$ cat src/rtl/mcu_pkg.sv
package mcu_pkg;
  localparam int REG_W = 8;
  localparam int N_LINES = 4;

  typedef enum logic {
    SEL_CTRL = 1'b0,
    SEL_STAT = 1'b1
  } reg_sel_e;

  // control register bit positions
  localparam int C_DTR  = 0;
  localparam int C_RTS  = 1;
  localparam int C_AUX  = 2;
  localparam int C_IRQ  = 3;
  localparam int C_LOOP = 4;
  localparam int C_LOCK_LO = 5;

  // modem line index inside the source vector (status bit = index + 4)
  localparam int L_CTS = 0;
  localparam int L_DSR = 1;
  localparam int L_RI  = 2;
  localparam int L_CD  = 3;
endpackage

$ cat src/rtl/mcu_sync.sv
module mcu_sync #(
  parameter int STAGES = 2,
  parameter int WIDTH = 4,
  parameter logic RST_VAL = 1'b1
) (
  input  logic             clk,
  input  logic             rst_n,
  input  logic [WIDTH-1:0] d_async,
  output logic [WIDTH-1:0] q_sync
);
  logic [WIDTH-1:0] chain [STAGES];

  always_ff @(posedge clk or negedge rst_n) begin
    if (!rst_n) chain[0] <= {WIDTH{RST_VAL}};
    else        chain[0] <= d_async;
  end

  for (genvar s = 1; s < STAGES; s++) begin : g_stage
    always_ff @(posedge clk or negedge rst_n) begin
      if (!rst_n) chain[s] <= {WIDTH{RST_VAL}};
      else        chain[s] <= chain[s-1];
    end
  end

  assign q_sync = chain[STAGES-1];
endmodule

$ cat src/rtl/mcu_ctrl_reg.sv
module mcu_ctrl_reg
  import mcu_pkg::*;
(
  input  logic             clk,
  input  logic             rst_n,
  input  logic             wr,
  input  logic [REG_W-1:0] wdata,
  input  logic             ext_wr_en,
  input  logic             autorts_en,
  input  logic             flow_rts_req,
  output logic [REG_W-1:0] ctrl,
  output logic             dtr_n,
  output logic             rts_n,
  output logic             op_n,
  output logic             irq_oe
);
  logic [REG_W-1:0] ctrl_nxt;
  logic             loop;

  always_comb begin
    ctrl_nxt = ctrl;
    if (wr) begin
      ctrl_nxt[C_LOCK_LO-1:0] = wdata[C_LOCK_LO-1:0];
      if (ext_wr_en) ctrl_nxt[REG_W-1:C_LOCK_LO] = wdata[REG_W-1:C_LOCK_LO];
    end
  end

  always_ff @(posedge clk or negedge rst_n) begin
    if (!rst_n) ctrl <= '0;
    else        ctrl <= ctrl_nxt;
  end

  assign loop   = ctrl[C_LOOP];
  assign dtr_n  = loop | ~ctrl[C_DTR];
  assign rts_n  = loop | (autorts_en ? ~flow_rts_req : ~ctrl[C_RTS]);
  assign op_n   = loop | ~ctrl[C_IRQ];
  assign irq_oe = ctrl[C_IRQ];

  p_upper_locked_r5: assert property (@(posedge clk) disable iff (!rst_n)
    (wr && !ext_wr_en) |=> (ctrl[REG_W-1:C_LOCK_LO] == $past(ctrl[REG_W-1:C_LOCK_LO])));

  p_lower_written_r5: assert property (@(posedge clk) disable iff (!rst_n)
    wr |=> (ctrl[C_LOCK_LO-1:0] == $past(wdata[C_LOCK_LO-1:0])));
endmodule

$ cat src/rtl/mcu_status.sv
module mcu_status
  import mcu_pkg::*;
(
  input  logic               clk,
  input  logic               rst_n,
  input  logic [N_LINES-1:0] src,
  input  logic               rd_clr,
  output logic [REG_W-1:0]   status
);
  logic [N_LINES-1:0] src_q;
  logic [N_LINES-1:0] ev;
  logic [N_LINES-1:0] delta;

  always_comb begin
    ev        = src ^ src_q;
    ev[L_RI]  = src_q[L_RI] & ~src[L_RI];
  end

  always_ff @(posedge clk or negedge rst_n) begin
    if (!rst_n) begin
      src_q <= '0;
      delta <= '0;
    end else begin
      src_q <= src;
      delta <= (rd_clr ? '0 : delta) | ev;
    end
  end

  assign status = {src, delta};

  p_read_clears_r8: assert property (@(posedge clk) disable iff (!rst_n)
    rd_clr |=> ((delta & ~$past(ev)) == '0));

  p_ri_rise_only_r9: assert property (@(posedge clk) disable iff (!rst_n)
    $rose(delta[L_RI]) |-> !src_q[L_RI]);

  p_event_kept_r10: assert property (@(posedge clk) disable iff (!rst_n)
    (ev != '0) |=> ((delta & $past(ev)) == $past(ev)));
endmodule

$ cat src/rtl/modem_ctl_unit.sv
module modem_ctl_unit
  import mcu_pkg::*;
#(
  parameter int SYNC_STAGES = 2
) (
  input  logic       clk,
  input  logic       rst_n,
  input  logic       reg_sel,
  input  logic       wr_en,
  input  logic       rd_en,
  input  logic [7:0] wr_data,
  output logic [7:0] rd_data,
  input  logic       ext_wr_en,
  input  logic       autorts_en,
  input  logic       flow_rts_req,
  input  logic       cts_n,
  input  logic       dsr_n,
  input  logic       ri_n,
  input  logic       cd_n,
  output logic       dtr_n,
  output logic       rts_n,
  output logic       op_n,
  output logic       irq_oe,
  output logic       loop_mode
);
  logic [REG_W-1:0]   ctrl;
  logic [REG_W-1:0]   status;
  logic [N_LINES-1:0] pins_n;
  logic [N_LINES-1:0] pins_s;
  logic [N_LINES-1:0] loop_src;
  logic [N_LINES-1:0] src;
  logic               wr_ctrl;
  logic               rd_clr;

  assign pins_n = {cd_n, ri_n, dsr_n, cts_n};

  mcu_sync #(.STAGES(SYNC_STAGES), .WIDTH(N_LINES), .RST_VAL(1'b1)) u_sync (
    .clk(clk), .rst_n(rst_n), .d_async(pins_n), .q_sync(pins_s)
  );

  assign wr_ctrl = wr_en && (reg_sel_e'(reg_sel) == SEL_CTRL);
  assign rd_clr  = rd_en && (reg_sel_e'(reg_sel) == SEL_STAT);

  mcu_ctrl_reg u_ctrl (
    .clk(clk), .rst_n(rst_n), .wr(wr_ctrl), .wdata(wr_data),
    .ext_wr_en(ext_wr_en), .autorts_en(autorts_en), .flow_rts_req(flow_rts_req),
    .ctrl(ctrl), .dtr_n(dtr_n), .rts_n(rts_n), .op_n(op_n), .irq_oe(irq_oe)
  );

  assign loop_mode = ctrl[C_LOOP];

  always_comb begin
    loop_src        = '0;
    loop_src[L_CTS] = ctrl[C_RTS];
    loop_src[L_DSR] = ctrl[C_DTR];
    loop_src[L_RI]  = ctrl[C_AUX];
    loop_src[L_CD]  = ctrl[C_IRQ];
  end

  assign src = loop_mode ? loop_src : ~pins_s;

  mcu_status u_status (
    .clk(clk), .rst_n(rst_n), .src(src), .rd_clr(rd_clr), .status(status)
  );

  assign rd_data = (reg_sel_e'(reg_sel) == SEL_STAT) ? status : ctrl;

  p_loop_pins_idle_r7: assert property (@(posedge clk) disable iff (!rst_n)
    loop_mode |-> (dtr_n && rts_n && op_n));

  p_irq_follows_r4: assert property (@(posedge clk) disable iff (!rst_n)
    (!loop_mode) |-> (op_n == !irq_oe));
endmodule

$ cat config.mk
export PLATFORM = sky130hd
export DESIGN_NAME = modem_ctl_unit
export DESIGN_NICKNAME = d
export VERILOG_FILES = /design/src/rtl/mcu_pkg.sv /design/src/rtl/mcu_sync.sv /design/src/rtl/mcu_ctrl_reg.sv /design/src/rtl/mcu_status.sv /design/src/rtl/modem_ctl_unit.sv
export SDC_FILE = /design/constraint.sdc
export NUM_CORES = 1
export LEC_CHECK = 0
export BUFFER_PORTS_ARGS = -buffer_cell sky130_fd_sc_hd__buf_4
export CORE_UTILIZATION = 48
export DETAILED_ROUTE_END_ITERATION = 8
export GPL_TIMING_DRIVEN = 0
export PLACE_DENSITY = 0.72
export SLEW_MARGIN = 10
export SYNTH_ARGS = -nofsm -noshare
export SYNTH_HDL_FRONTEND = slang
export SYNTH_SLANG_ARGS = --single-unit
$ cat constraint.sdc
create_clock -name clk -period 1.7 [get_ports clk]
set_input_delay 0.17 -clock clk [delete_from_list [all_inputs] [get_ports clk]]
set_output_delay 0.17 -clock clk [all_outputs]
set_load 0.005 [all_outputs]
After elaboration in Yosys (flattened, before gate mapping)
Index checks and enable logic that the tools add are counted.

storage, ports and cells
  output and inout bits = 13
  bits in read-only memories = 0
  bits in latches = 0
  logic and storage cells = 26
  RAM bits = 0
  bits in registers = 24
  memories = 0

operators by class
  divide/modulo/power cells = 0
  reductions and logical operators = 3
  multipliers = 0
  bitwise gates (word level) = 13
  add/sub/neg operators = 0
  muxes and demuxes = 4
  eq/ne operators = 0
  shift operators = 0
  order comparisons = 0

operator list
  kind                 number
  4-bit two-way mux    2
  8-bit two-way mux    1
  1-bit NOT            6
  4-bit NOT            1
  4-bit OR             1
  4-bit bitwise XOR    1
  1-bit OR             3
  1-bit logical AND    2
  2-bit AND reduction  1
  1-bit AND            1
  1-bit two-way mux    1

Logic depth before layout (Yosys ltp)
  word-level depth = 5
  gate-level depth with buffers = 4

By module
Synthesis repeated with hierarchy kept, for this count alone.

second synthesis, totals
  cells, all modules = 80
  area, all modules = 1079.8 µm²

modules (own cells, without submodules)
  module          cells each  instances  area each (µm²)  sequential area each (µm²)
  mcu_ctrl_reg    23          1          360.3            200.2
  mcu_status      24          1          296.5            200.2
  mcu_sync        12          1          240.2            210.2
  modem_ctl_unit  21          1          182.7            0.0

Worst setup path after synthesis
No wires, ideal clock.

  kind = register to register
  start = register u_ctrl.ctrl[4]
  end = register u_status.delta[0]
  path slack = 0.477 ns
  cell stages (with the launch flop) = 5
  required time = 1.568 ns
  data arrival time = 1.091 ns
  cell sequence = dfrtp_1 -> buf_6 -> nor2b_4 -> o21ai_1 -> or3b_1

between the ends
  longest elaborated chain between the ends = 3

RTL lines
  item                      RTL line              text
  start: declaration        mcu_ctrl_reg.sv:11    output logic [REG_W-1:0] ctrl,
  start signal: assignment  mcu_ctrl_reg.sv:30    else ctrl <= ctrl_nxt;
  4-bit two-way mux         modem_ctl_unit.sv:60  assign src = loop_mode ? loop_src : ~pins_s;
  4-bit bitwise XOR         mcu_status.sv:15      ev = src ^ src_q;
  4-bit OR                  mcu_status.sv:25      delta <= (rd_clr ? '0 : delta) | ev;
  end signal: assignment    mcu_status.sv:25
  end: declaration          mcu_status.sv:12      logic [N_LINES-1:0] delta;

Every way passes these cells.
A chain may end at the register's enable or synchronous reset.

Worst setup path after layout
  start = register u_ctrl.ctrl[4]
  end = output rts_n

between the ends
  longest elaborated chain between the ends = 1

RTL lines
  item              RTL line              text
  1-bit OR          mcu_ctrl_reg.sv:35    assign rts_n = loop | (autorts_en ? ~flow_rts_req : ~ctrl[C_RTS]);
  end: declaration  modem_ctl_unit.sv:21  output logic rts_n,

Every way passes these cells.

==> metrics.csv <==
metric;value;unit
synth_cells;80;
hpwl;1.347;mm
fin_nets;145;
synth-edff-count;0;
grt_overflow;0;
grt_pass1_vias;709;
cts_sinks;24;
worst_clock_skew;3.639;ps
synth_area_leaders;dfrtp_1, dfstp_2, mux2_2;
grt_start_max_net_pins;25;
diodes;0;
portBuffers;32;
totalWireLength;1.991;mm
routedWlPerCell;13.27;um
cts_tree;built;
crit_fanout;7;
die_h;47.67;um
dp_slack;345.3;ps
h-tree-depth;1;
syn_area;1001;um^2
synth_ff_type;dfrtp_1;
finalWorstSetupSlack;65.27;ps
endpoint_kind;output port;
clk_latency;310;ps
drt-pass1-iter-count;3;
r2r_slack;290;ps
cp-endpoint;rts_n;
seq_area_frac_synth;61.00;%
critPathLaunchType;flop;
ios;33;
path_class;flop to output port;
final_antenna_net_count;0;
tightestPinTransition;301.9;ps
reg2reg_depth;5;
vias;751;
setup_tns;0;ps
cp_data_arrival_time;1460;ps
fmax;611.7;MHz
antenna_found_initial;0;
viasPerCell;5.007;
die_w;47.67;um
synth_commonest_cells;dfrtp_1, mux2_2, dfstp_2;
ir_worst_vdd;0.6911;mV
cts_root_buf;clkbuf_4;
hold_path_class;primary input to flop;
finalCritPeriodShare;96.16;%
r2r-end;u_status.delta[0]$_DFF_PN0_;
area_growth;38.87;%
yosysMostFrequentCell;dfrtp_1;
rsz0062_at_grt;false;
r2r-start;u_ctrl.ctrl[4]$_DFFE_PN0P_;
synthDistinctLibCells;27;
synth_nets;100;
slew_headroom;79.87;%
cellPowerDensity;951.5;nW/um^2
synth_top_cell_area_share;40.00;%
drive_gt1_share;56.91;%
critPathLaunch;u_ctrl.ctrl[4]$_DFFE_PN0P_;
place_congestion;0.7266;
rows;16;
cts.path.max_buffers;2;
fillerInstances;178;
cts_buffers;3;
track_usage;20.25;%
leakagePower;0.6500;nW
synth_top_cell_by_area;dfrtp_1;
final_hold_viol_count;0;
maxCapViolCount;0;
cp.required;1530;ps
drt_iter0_drc;8;
grt_pass1_wl;2.994;mm
p_total;0.001323;W
ys_ff_latch;24;
core;1962;um^2
status;complete, no violations;
layout_min_cycle_time;1635;ps
dieArea;2272;um^2
initial_core_util;51.02;%
finalMaxSlewViolations;0;
clkTransAtPathRegs;120;ps
yosysWarnings;0;
synth.avg_cell_area;12.51;um^2
setup_viol;0;
async_flop_share;100.0;%
drc;0;
[metrics by stage]
step                util [%]  hold slack, ps  area (um^2)  cells
finish                 70.85           60.21         1390    150
detailed placement     64.99           80.25         1275    139
global route           70.85           63.49         1390    150
floorplan                  -          -125.6         1001     80
CTS                    69.83           56.92         1370    150
global placement       64.99           79.76         1275    139
[what timing repair did]
action | CTS | global route
pin swaps | 0 | 3
setup buffers | 3 | 0
endpoints found under the hold margin | 24 | 0
resized for setup | 0 | 8
hold buffers | 5 | 0
setup endpoints to repair | 1 | 5
[per-layer routing]
layer  wire length [um]  track usage, %  up-vias
li1                   -               -      356
met1                812           23.96      369
met2               1067           35.62       23
met3                 87           4.528        3
met4                 23           8.333        0
met5                  0               0        -
[state kept, by name (all words and copies together) (netlist names)]
| name | cells |
|---|---|
| u_status.src_q | 4 |
| u_sync.q_sync | 4 |
| u_ctrl.ctrl | 8 |
| u_sync.chain | 4 |
| u_status.delta | 4 |
[report_power, final]
part / switching, W / leakage (nW) / internal (W) / total, W
Clock: 0.000160 / 0.0138 / 0.0000829 / 0.000243
Sequential: 0.0000514 / 0.267 / 0.000660 / 0.000712
Combinational: 0.000136 / 0.369 / 0.000232 / 0.000368
[cells by family (layout without fill, tap and decap cells)]
logic type	Yosys count	after routing	share of synthesized area, %
AO/OA/AOI/OAI	9	9	5.251
buffers and inverters	5	48	2.875
flip-flops	24	24	61.00
multiplexers	13	13	14.50
AND/OR/NAND/NOR	29	29	16.38
[worst min-delay path by stage]
stage	depth (start not counted)	slack (ps)	from	endpoint
after floorplan	0	-130	rst_n	u_ctrl.ctrl[0]$_DFFE_PN0P_
after global placement	1	80	rst_n	u_status.delta[1]$_DFF_PN0_
after detailed placement	1	80	rst_n	u_status.delta[1]$_DFF_PN0_
after CTS	3	60	wr_data[1]	u_ctrl.ctrl[1]$_DFFE_PN0P_
after global routing	3	60	wr_data[1]	u_ctrl.ctrl[1]$_DFFE_PN0P_
final	3	60	wr_data[1]	u_ctrl.ctrl[1]$_DFFE_PN0P_
[critical path, cell delays in order (launching register included)]
cell and delay, ps:
dfrtp_2 460, buf_6 150, buf_4 130, or2_2 300
buf_6 120
[cell type report]
cell class	instances	area [um^2]	area share, %
buffer	3	21.27	1.530
clock buffer	3	22.52	1.620
inverter	2	7.507	0.5401
multi-input combinational	51	376.6	27.09
sequential	24	611.8	44.01
tap	27	33.78	2.430
timing repair buffer	40	316.6	22.77
[placed cells by master, fill, tap and decap left out, types with 2 or more instances in the layout]
cell and n:
a21oi_1 2, nand2_1 6, dfstp_2 8, nor3_1 2
nand2b_1 2, mux2_2 11, clkbuf_4 3, buf_2 2
o21ai_1 2, nor2_1 3, nor2_2 2, inv_1 2
buf_4 34, or3b_1 2, nand3_1 2, dlygate4sd3_1 5
o21ai_0 2, buf_6 2, dfrtp_1 15
Power figures use the tool's default switching activity.
